File: src/rtl/mtd_pkg.sv
package mtd_pkg;

  // fS source encoding
  typedef enum logic [1:0] {
    SRC_RC        = 2'd0,
    SRC_RTC       = 2'd1,
    SRC_INSTR     = 2'd2,
    SRC_INSTR_ALT = 2'd3
  } src_e;

  localparam int DIV_STAGES_DEF = 8;
  localparam int PRESC_BITS_DEF = 7;
  localparam int INSTR_DIV_DEF  = 4;

  // Tap index convention: tap[j] carries fS/2^(j+2).
  localparam int TAP_BASE_EXP = 2;

  function automatic int tap_idx(input int exponent);
    return exponent - TAP_BASE_EXP;
  endfunction

endpackage

File: src/rtl/mtd_src.sv
module mtd_src
  import mtd_pkg::*;
#(
  parameter int INSTR_DIV = INSTR_DIV_DEF
) (
  input  logic       clk,
  input  logic       rst_n,
  input  logic [1:0] src_sel,
  input  logic       rc_tick,
  input  logic       rtc_tick,
  output logic       fs_tick
);
  localparam int DW = (INSTR_DIV > 1) ? $clog2(INSTR_DIV) : 1;
  localparam logic [DW-1:0] LAST = DW'(INSTR_DIV - 1);

  logic [DW-1:0] phase_q;
  logic          instr_tick;

  always_ff @(posedge clk or negedge rst_n) begin
    if (!rst_n)            phase_q <= '0;
    else if (instr_tick)   phase_q <= '0;
    else                   phase_q <= phase_q + 1'b1;
  end

  assign instr_tick = (phase_q == LAST);

  always_comb begin
    unique case (src_e'(src_sel))
      SRC_RC:        fs_tick = rc_tick;
      SRC_RTC:       fs_tick = rtc_tick;
      SRC_INSTR,
      SRC_INSTR_ALT: fs_tick = instr_tick;
      default:       fs_tick = 1'b0;
    endcase
  end


  instr_gap_chk: assert property (@(posedge clk) disable iff (!rst_n)
    instr_tick |=> !instr_tick);

endmodule

File: src/rtl/mtd_chain.sv
module mtd_chain
  import mtd_pkg::*;
#(
  parameter int DIV_STAGES = DIV_STAGES_DEF,
  parameter int PRESC_BITS = PRESC_BITS_DEF,
  localparam int CNT_W = DIV_STAGES + PRESC_BITS
) (
  input  logic             clk,
  input  logic             rst_n,
  input  logic             fs_tick,
  output logic [CNT_W-2:0] taps
);
  logic [DIV_STAGES-1:0] div_q;
  logic [PRESC_BITS-1:0] pre_q;
  logic                  div_wrap;

  assign div_wrap = &div_q;

  // Divider stage: low-order bits, counts every fS tick.
  always_ff @(posedge clk or negedge rst_n) begin
    if (!rst_n)       div_q <= '0;
    else if (fs_tick) div_q <= div_q + 1'b1;
  end

  // Prescaler: advances when the divider wraps.
  always_ff @(posedge clk or negedge rst_n) begin
    if (!rst_n)                   pre_q <= '0;
    else if (fs_tick && div_wrap) pre_q <= pre_q + 1'b1;
  end

  logic [CNT_W-1:0] full;
  assign full = {pre_q, div_q};
  assign taps = full[CNT_W-1:1];


  cnt_step_chk: assert property (@(posedge clk) disable iff (!rst_n)
    fs_tick |=> full == $past(full) + 1'b1);

  cnt_hold_chk: assert property (@(posedge clk) disable iff (!rst_n)
    !fs_tick |=> $stable(full));

endmodule

File: src/rtl/mtd_tap_sel.sv
module mtd_tap_sel #(
  parameter int N     = 7,
  parameter int SEL_W = 3
) (
  input  logic [N-1:0]     taps,
  input  logic [SEL_W-1:0] sel,
  output logic             tap_o
);
  // Out-of-range select values clamp to the slowest candidate.
  always_comb begin
    tap_o = taps[N-1];
    for (int i = 0; i < N; i++) begin
      if (sel == SEL_W'(i)) tap_o = taps[i];
    end
  end

endmodule

File: src/rtl/mtd_tap_evt.sv
module mtd_tap_evt #(
  parameter int N     = 8,
  parameter int SEL_W = 3
) (
  input  logic             clk,
  input  logic             rst_n,
  input  logic [N-1:0]     taps,
  input  logic [SEL_W-1:0] sel,
  input  logic             clr,
  output logic             pend
);
  logic [N-1:0] prev_q;
  logic [N-1:0] rise;
  logic         hit;
  logic         pend_q;

  // History of every candidate, so a select change never fakes an edge.
  always_ff @(posedge clk or negedge rst_n) begin
    if (!rst_n) prev_q <= '0;
    else        prev_q <= taps;
  end

  assign rise = taps & ~prev_q;

  always_comb begin
    hit = rise[N-1];
    for (int i = 0; i < N; i++) begin
      if (sel == SEL_W'(i)) hit = rise[i];
    end
  end

  always_ff @(posedge clk or negedge rst_n) begin
    if (!rst_n)   pend_q <= 1'b0;
    else if (hit) pend_q <= 1'b1;
    else if (clr) pend_q <= 1'b0;
  end

  assign pend = pend_q;


  pend_hold_chk: assert property (@(posedge clk) disable iff (!rst_n)
    pend_q && !clr |=> pend_q);

  pend_clr_chk: assert property (@(posedge clk) disable iff (!rst_n)
    clr && !hit |=> !pend_q);

  pend_cause_chk: assert property (@(posedge clk) disable iff (!rst_n)
    $rose(pend_q) |-> $past(hit));

endmodule

File: src/rtl/multi_tap_div.sv
module multi_tap_div
  import mtd_pkg::*;
#(
  parameter int          DIV_STAGES = DIV_STAGES_DEF,
  parameter int          PRESC_BITS = PRESC_BITS_DEF,
  parameter int          INSTR_DIV  = INSTR_DIV_DEF,
  parameter int          ADDR_W     = 8,
  parameter logic [7:0]  RT_ADDR    = 8'h09,
  parameter logic [7:0]  TB_VECTOR  = 8'h0C
) (
  input  logic              clk,
  input  logic              rst_n,
  input  logic [1:0]        src_sel,
  input  logic              rc_tick,
  input  logic              rtc_tick,
  input  logic [2:0]        lcd_sel,
  input  logic [2:0]        bz_sel,
  input  logic [1:0]        tb_sel,
  input  logic              wr_en,
  input  logic [ADDR_W-1:0] wr_addr,
  input  logic [2:0]        wr_data,
  input  logic              tb_ie,
  input  logic              stack_full,
  input  logic              tb_clr,
  input  logic              rt_clr,
  output logic              lcd_clk,
  output logic              bz_clk,
  output logic              tb_pend,
  output logic              rt_pend,
  output logic              call_req,
  output logic [7:0]        call_vec
);
  localparam int CNT_W = DIV_STAGES + PRESC_BITS;
  localparam int TAP_W = CNT_W - 1;

  // Tap windows (exponent ranges) for each consumer
  localparam int LCD_LO = 2,  LCD_N = 7;
  localparam int BZ_LO  = 2,  BZ_N  = 8;
  localparam int TB_LO  = 12, TB_N  = 4;
  localparam int RT_LO  = 8,  RT_N  = 8;

  logic             fs_tick;
  logic [TAP_W-1:0] taps;
  logic [2:0]       rt_sel_q;

  mtd_src #(.INSTR_DIV(INSTR_DIV)) u_src (
    .clk      (clk),
    .rst_n    (rst_n),
    .src_sel  (src_sel),
    .rc_tick  (rc_tick),
    .rtc_tick (rtc_tick),
    .fs_tick  (fs_tick)
  );

  mtd_chain #(.DIV_STAGES(DIV_STAGES), .PRESC_BITS(PRESC_BITS)) u_chain (
    .clk     (clk),
    .rst_n   (rst_n),
    .fs_tick (fs_tick),
    .taps    (taps)
  );

  mtd_tap_sel #(.N(LCD_N), .SEL_W(3)) u_lcd (
    .taps  (taps[tap_idx(LCD_LO) +: LCD_N]),
    .sel   (lcd_sel),
    .tap_o (lcd_clk)
  );

  mtd_tap_sel #(.N(BZ_N), .SEL_W(3)) u_bz (
    .taps  (taps[tap_idx(BZ_LO) +: BZ_N]),
    .sel   (bz_sel),
    .tap_o (bz_clk)
  );

  // Run-time real-time select register
  always_ff @(posedge clk or negedge rst_n) begin
    if (!rst_n)                                 rt_sel_q <= '0;
    else if (wr_en && (wr_addr == RT_ADDR))     rt_sel_q <= wr_data;
  end

  mtd_tap_evt #(.N(TB_N), .SEL_W(2)) u_tb (
    .clk   (clk),
    .rst_n (rst_n),
    .taps  (taps[tap_idx(TB_LO) +: TB_N]),
    .sel   (tb_sel),
    .clr   (tb_clr),
    .pend  (tb_pend)
  );

  mtd_tap_evt #(.N(RT_N), .SEL_W(3)) u_rt (
    .clk   (clk),
    .rst_n (rst_n),
    .taps  (taps[tap_idx(RT_LO) +: RT_N]),
    .sel   (rt_sel_q),
    .clr   (rt_clr),
    .pend  (rt_pend)
  );

  assign call_req = tb_pend & tb_ie & ~stack_full;
  assign call_vec = TB_VECTOR;


  rt_sel_keep_chk: assert property (@(posedge clk) disable iff (!rst_n)
    !(wr_en && wr_addr == RT_ADDR) |=> $stable(rt_sel_q));

  call_blocked_chk: assert property (@(posedge clk) disable iff (!rst_n)
    stack_full |-> !call_req);

endmodule

File: config.mk
export PLATFORM = sky130hd
export DESIGN_NAME = multi_tap_div
export DESIGN_NICKNAME = d
export VERILOG_FILES = /design/src/rtl/mtd_pkg.sv /design/src/rtl/mtd_src.sv /design/src/rtl/mtd_chain.sv /design/src/rtl/mtd_tap_sel.sv /design/src/rtl/mtd_tap_evt.sv /design/src/rtl/multi_tap_div.sv
export SDC_FILE = /design/constraint.sdc
export NUM_CORES = 1
export LEC_CHECK = 0
export BUFFER_PORTS_ARGS = -buffer_cell sky130_fd_sc_hd__buf_4
export CAP_MARGIN = 20
export CORE_MARGIN = 3
export CORE_UTILIZATION = 52
export DETAILED_ROUTE_END_ITERATION = 6
export PLACE_DENSITY = 0.84
export SYNTH_ARGS = -nofsm -noshare
export SYNTH_HDL_FRONTEND = slang
export SYNTH_SLANG_ARGS = --single-unit
File: constraint.sdc
create_clock -name clk -period 2 [get_ports clk]
set_input_delay 0.3 -clock clk [delete_from_list [all_inputs] [get_ports clk]]
set_output_delay 0.3 -clock clk [all_outputs]
set_load 0.05 [all_outputs]
==> Yosys cells after proc, flatten, opt, wreduce, memory -nomap -nowiden <==
Index checks and enable logic that the tools add are counted.
{ "classes": {"n_eq_ne": 28, "muxes": 33, "shift": 0, "n_addsub": 3, "reduce_logical": 11, "bitwise": 7, "div_mod_pow": 0, "n_lt_le_gt_ge": 0, "multipliers": 0} }
{ "op_table": {"columns": ["operator", "count"], "rows": [
  ["$eq 3x3->1 const B", 11],
  ["$mux 1", 31],
  ["$eq 3x2->1 const B", 6],
  ["$eq 2x2->1 const B", 5],
  ["$eq 3x1->1 const B", 3],
  ["$logic_not 3->1", 3],
  ["$add 8x1->8 const B", 1],
  ["$and 8x8->8", 1],
  ["$eq 8x4->1 const B", 1],
  ["$not 8->8", 1],
  ["$reduce_and 8->1", 1],
  ["$add 7x1->7 const B", 1],
  ["$and 4x4->4", 1],
  ["$eq 2x1->1 const B", 2],
  ["$logic_not 2->1", 2],
  ["$not 4->4", 1],
  ["$reduce_bool 2->1", 2],
  ["$pmux 1 s3", 1],
  ["$add 2x1->2 const B", 1],
  ["$and 1x1->1", 2],
  ["$logic_and 1x1->1", 2],
  ["$mux 2", 1],
  ["$reduce_or 2->1", 1],
  ["$not 1->1", 1]
]} }
{ "totals": {"latchBits": 0, "ff_bits": 34, "mem_bits_rw": 0, "n_memories": 0, "word_cells": 90, "rom_bits": 0, "input_bits": 30, "out_inout_bits": 13} }

==> Logic depth before layout (Yosys ltp) <==
{ "logic_depth": {"depth_word": 11, "ltp_mapped": 5, "depth_no_buf": 5} }

==> By module <==
From an unflattened synthesis, not the netlist that was laid out.
{ "hier_totals": {"cells_unflattened": 135, "hier_area_um2": 1686.6} }
{ "by_module_without_submodules": {"columns": ["module", "area_each_um2", "n_inst", "cells_per_inst", "seq_area_each_um2"], "rows": [
  ["mtd_chain", 732.0, 1, 62, 375.4],
  ["mtd_tap_evt at u_rt", 339.1, 1, 23, 225.2],
  ["multi_tap_div", 215.2, 1, 21, 75.1],
  ["mtd_tap_evt at u_tb", 187.7, 1, 15, 125.1],
  ["mtd_src", 85.1, 1, 7, 50.0],
  ["mtd_tap_sel at u_bz", 63.8, 1, 3, 0.0],
  ["mtd_tap_sel at u_lcd", 63.8, 1, 4, 0.0]
]} }

==> Worst setup path before layout <==
No wires, ideal clock.
{ "synth_path": {"path_kind": "flip-flop to output port", "start": "register u_chain.div_q[5]", "end": "output lcd_clk", "slack_ns": -0.101, "path_stages_with_launch": 5, "t_required_ns": 1.700, "path_buffers": 0, "arrival_ns": 1.801, "cell_sequence": "dfrtp_1 nor2_1 o21ai_0 o311ai_0 o21ai_0"} }
{ "synth_via": {"elab_chain_cells": 3} }
{ "synth_rtl": {"columns": ["item", "line_no", "text"], "rows": [
  ["start, declared", "mtd_chain.sv:13", "logic [DIV_STAGES-1:0] div_q;"],
  ["start signal, assigned", "mtd_chain.sv:22", "else if (fs_tick) div_q <= div_q + 1'b1;"],
  ["$mux 1 (3 in series)", "mtd_tap_sel.sv:13", "if (sel == SEL_W'(i)) tap_o = taps[i];"],
  ["end, declared", "multi_tap_div.sv:26", "output logic lcd_clk,"]
]} }
Every way passes these cells.

==> Final worst setup path <==
{ "layout_path": {"start": "register u_chain.div_q[3]", "end": "output bz_clk"} }
{ "layout_via": {"elab_chain_cells": 6} }
{ "layout_rtl": {"columns": ["item", "line_no", "text"], "rows": [
  ["$mux 1 (6 in series)", "mtd_tap_sel.sv:13", null],
  ["end, declared", "multi_tap_div.sv:27", "output logic bz_clk,"]
]} }
Every way passes these cells.

==> flow_metrics.tcl <==
set metrics [dict create \
    grt_overflow_total 0 \
    clkLatencyLatePin_ns 0.32 \
    path_clk_slew_ns 0.10 \
    first_pass_iters 4 \
    viasPerCell 5.552 \
    grt_pass1_vias 1133 \
    place_area_mm2 0.001851 \
    grt_max_degree 31 \
    drive_above_1_share_pct 29.17 \
    synth_async_sr_flop_share_pct 100.0 \
    fin_skew_ns 0.008253 \
    antenna_found_initial 0 \
    timing.hold.ws_ns 0.1664 \
    vias 1238 \
    hold_start "tb_clr" \
    die_w_um 61.50 \
    peakVddDrop_v 0.0006173 \
    fin_nets 224 \
    p_leak_nw 0.9236 \
    drtAntennaViolNets 0 \
    cp-start-kind "flip-flop" \
    r2r-end "u_chain.pre_q[4]" \
    path_class "reg -> out" \
    start_util_pct 56.14 \
    ys_warn_count 0 \
    core-area_mm2 0.002853 \
    powerDensity_mw_per_mm2 878.0 \
    rows 19 \
    gp_congestion 0.8625 \
    fin_crit_sh_pct 95.00 \
    syn2layout_area_growth_pct 21.41 \
    end_kind "primary output" \
    io_pins 43 \
    tns_ns 0 \
    slowest_stage "dfrtp_1" \
    p_total_mw 1.707 \
    slew_viol_final 0 \
    dieArea_mm2 0.003782 \
    cts_buffer_depth 2 \
    r2r_setup_slack_ns 0.40 \
    fmax_mhz 526.3 \
    first_iter_violations 42 \
    fillers 215 \
    hold_end "u_tb.pend" \
    cts_tree "yes" \
    final.min_clock_period_ns 1.900 \
    r2r_start "u_chain.div_q[1]" \
    final_area_mm2 0.001944 \
    grt_usage_pct 17.63 \
    synth_edf_count 0 \
    avgSynthCellArea_um2 10.61 \
    cap_violations 0 \
    avgRoutedWirePerCell_um 13.95 \
    cp.required_ns 1.70 \
    ys_seq_elements 30 \
    dp_slack_ns 0.2360 \
    max_stage_delay_ns 0.40 \
    h-tree-depth 2 \
    die_y_um 61.50 \
    syn_area_mm2 0.001602 \
    drc 0 \
    syn_inst 151 \
    cts.sinks 30 \
    io_buffers 34 \
    finalWorstSetupSlack_ns 0.1001 \
    reg2reg_depth 4 \
    finalHoldViolCount 0 \
    outcome "finished clean" \
    synthTopCellsByArea "dfrtp_1 47%, xor2_1 4.9%, nand2b_1 3.9%" \
    synthFlopType "dfrtp_1" \
    hold_class "in -> reg" \
    critical_path.cell_chain "inv_1 > o211ai_1 > o221ai_1 > a22oi_1 > buf_4" \
    yosysSeqAreaShare_pct 46.88 \
    ff_latch_area_um2 753.2 \
    synth_top_area_share_pct 46.88 \
    grt_pass1_wl_mm 4.740 \
    setup_viol 0 \
    critical_path_peak_fanout 4 \
    numCtsBuffers 5 \
    wl_mm 3.111 \
    synth_top_area_cell "dfrtp_1" \
    diodes 0 \
    synth.distinct_cells 39 \
    multi_input_area_um2 789.5 \
    cp.arrival_ns 1.60 \
    min_path_cells 2 \
    root_buffer "clkbuf_4" \
    dp_hpwl_mm 2.201 \
]
==> per-stage QoR <==
stage               util, %  std cells
floorplan                 -        157
global placement      64.87        212
detailed placement    64.87        212
CTS                   67.63        222
global route          68.16        223
finish                68.16        223
==> power by group <==
| group | switching [mW] | internal [mW] |
|---|---|---|
| clock network | 0.203 | 0.170 |
| registers | 0.121 | 0.700 |
| logic | 0.287 | 0.225 |
==> worst max-delay path: cells and delay by family (launching register included) <==
family          cells  cell delay (ns)
compound gates      3             0.54
flops               1             0.40
buf+inv             2             0.33
==> cells in the mapped netlist, drive strengths merged (2+ instances only) <==
library cell / n
nor4: 4
ha: 3
clkbuf: 2
nor2: 10
mux2: 6
a21oi: 5
o21ai: 9
a31oi: 2
inv: 6
dfrtp: 30
nand3: 6
xnor2: 4
nand2: 7
nor2b: 2
mux2i: 2
o32ai: 2
xor2: 9
nor3: 4
nand3b: 2
o221ai: 2
o311ai: 2
nand2b: 10
buf: 8
conb: 2
==> worst max-delay path by stage <==
stage	start	end	slack [ns]	cells past startpoint
finish	u_chain.div_q[3]	bz_clk	0.10	5
floorplan	bz_sel[0]	bz_clk	0.04	5
global placement	u_chain.div_q[3]	lcd_clk	0.37	5
CTS	u_chain.div_q[3]	lcd_clk	0.03	5
detailed placement	u_chain.div_q[3]	lcd_clk	0.24	5
global route	u_chain.div_q[3]	lcd_clk	-0.05	5
==> cell usage in the layout (no fill, tap or decap), drive strengths merged, types with 3 or more instances in the layout <==
master and n:
nand3 6, nor2 10, conb 8, o21ai 9, inv 6, nor4 4
nor3 4, dfrtp 30, xor2 9, ha 3, nand2b 10, xnor2 4
nand2 7, buf 36, clkbuf 7, mux2 6, a21oi 5
==> layout make-up <==
cell class	instances	share of cell area, %
multi-input combinational	111	40.60
sequential	30	38.74
timing repair buffer	37	14.41
clock buffer	7	2.831
tap	31	1.995
inverter	6	1.158
clock inverter	1	0.2574
==> cell families after synthesis <==
kind of cell               count (synthesis)  synth area share (%)
and+or+nand+nor                           50                 17.50
DFF                                       30                 46.88
AOI/OAI and AO/OA                         28                 12.74
buffers and inverters                     16                 5.625
xor gates and xnor gates                  13                 7.109
muxes                                      9                 7.344
adders and majority gates                  3                 2.344
other                                      2                0.4689
==> metal layers <==
metal | wire [µm] | GRT usage (%)
met1 | 1245 | 18.77
met2 | 1635 | 30.34
met3 | 189 | 6.499
met4 | 41 | 9.091
met5 | 0 | 0
==> state kept, by name, summed over array words and instances, names as in the netlist <==
name           count
u_rt.pend          1
u_tb.pend          1
u_chain.div_q      8
u_src.phase_q      2
u_chain.pre_q      7
u_rt.prev_q        8
rt_sel_q           3
==> timing repair <==
| action | CTS | global route |
|---|---|---|
| resized for setup | 2 | 3 |
| setup endpoints to repair | 1 | 2 |
| endpoints found under the hold margin | 30 | 0 |
| setup buffers | 1 | 1 |
| hold buffers | 1 | 0 |
| pin swaps | 1 | 0 |
Note: power is estimated with default switching activity, not from simulation.
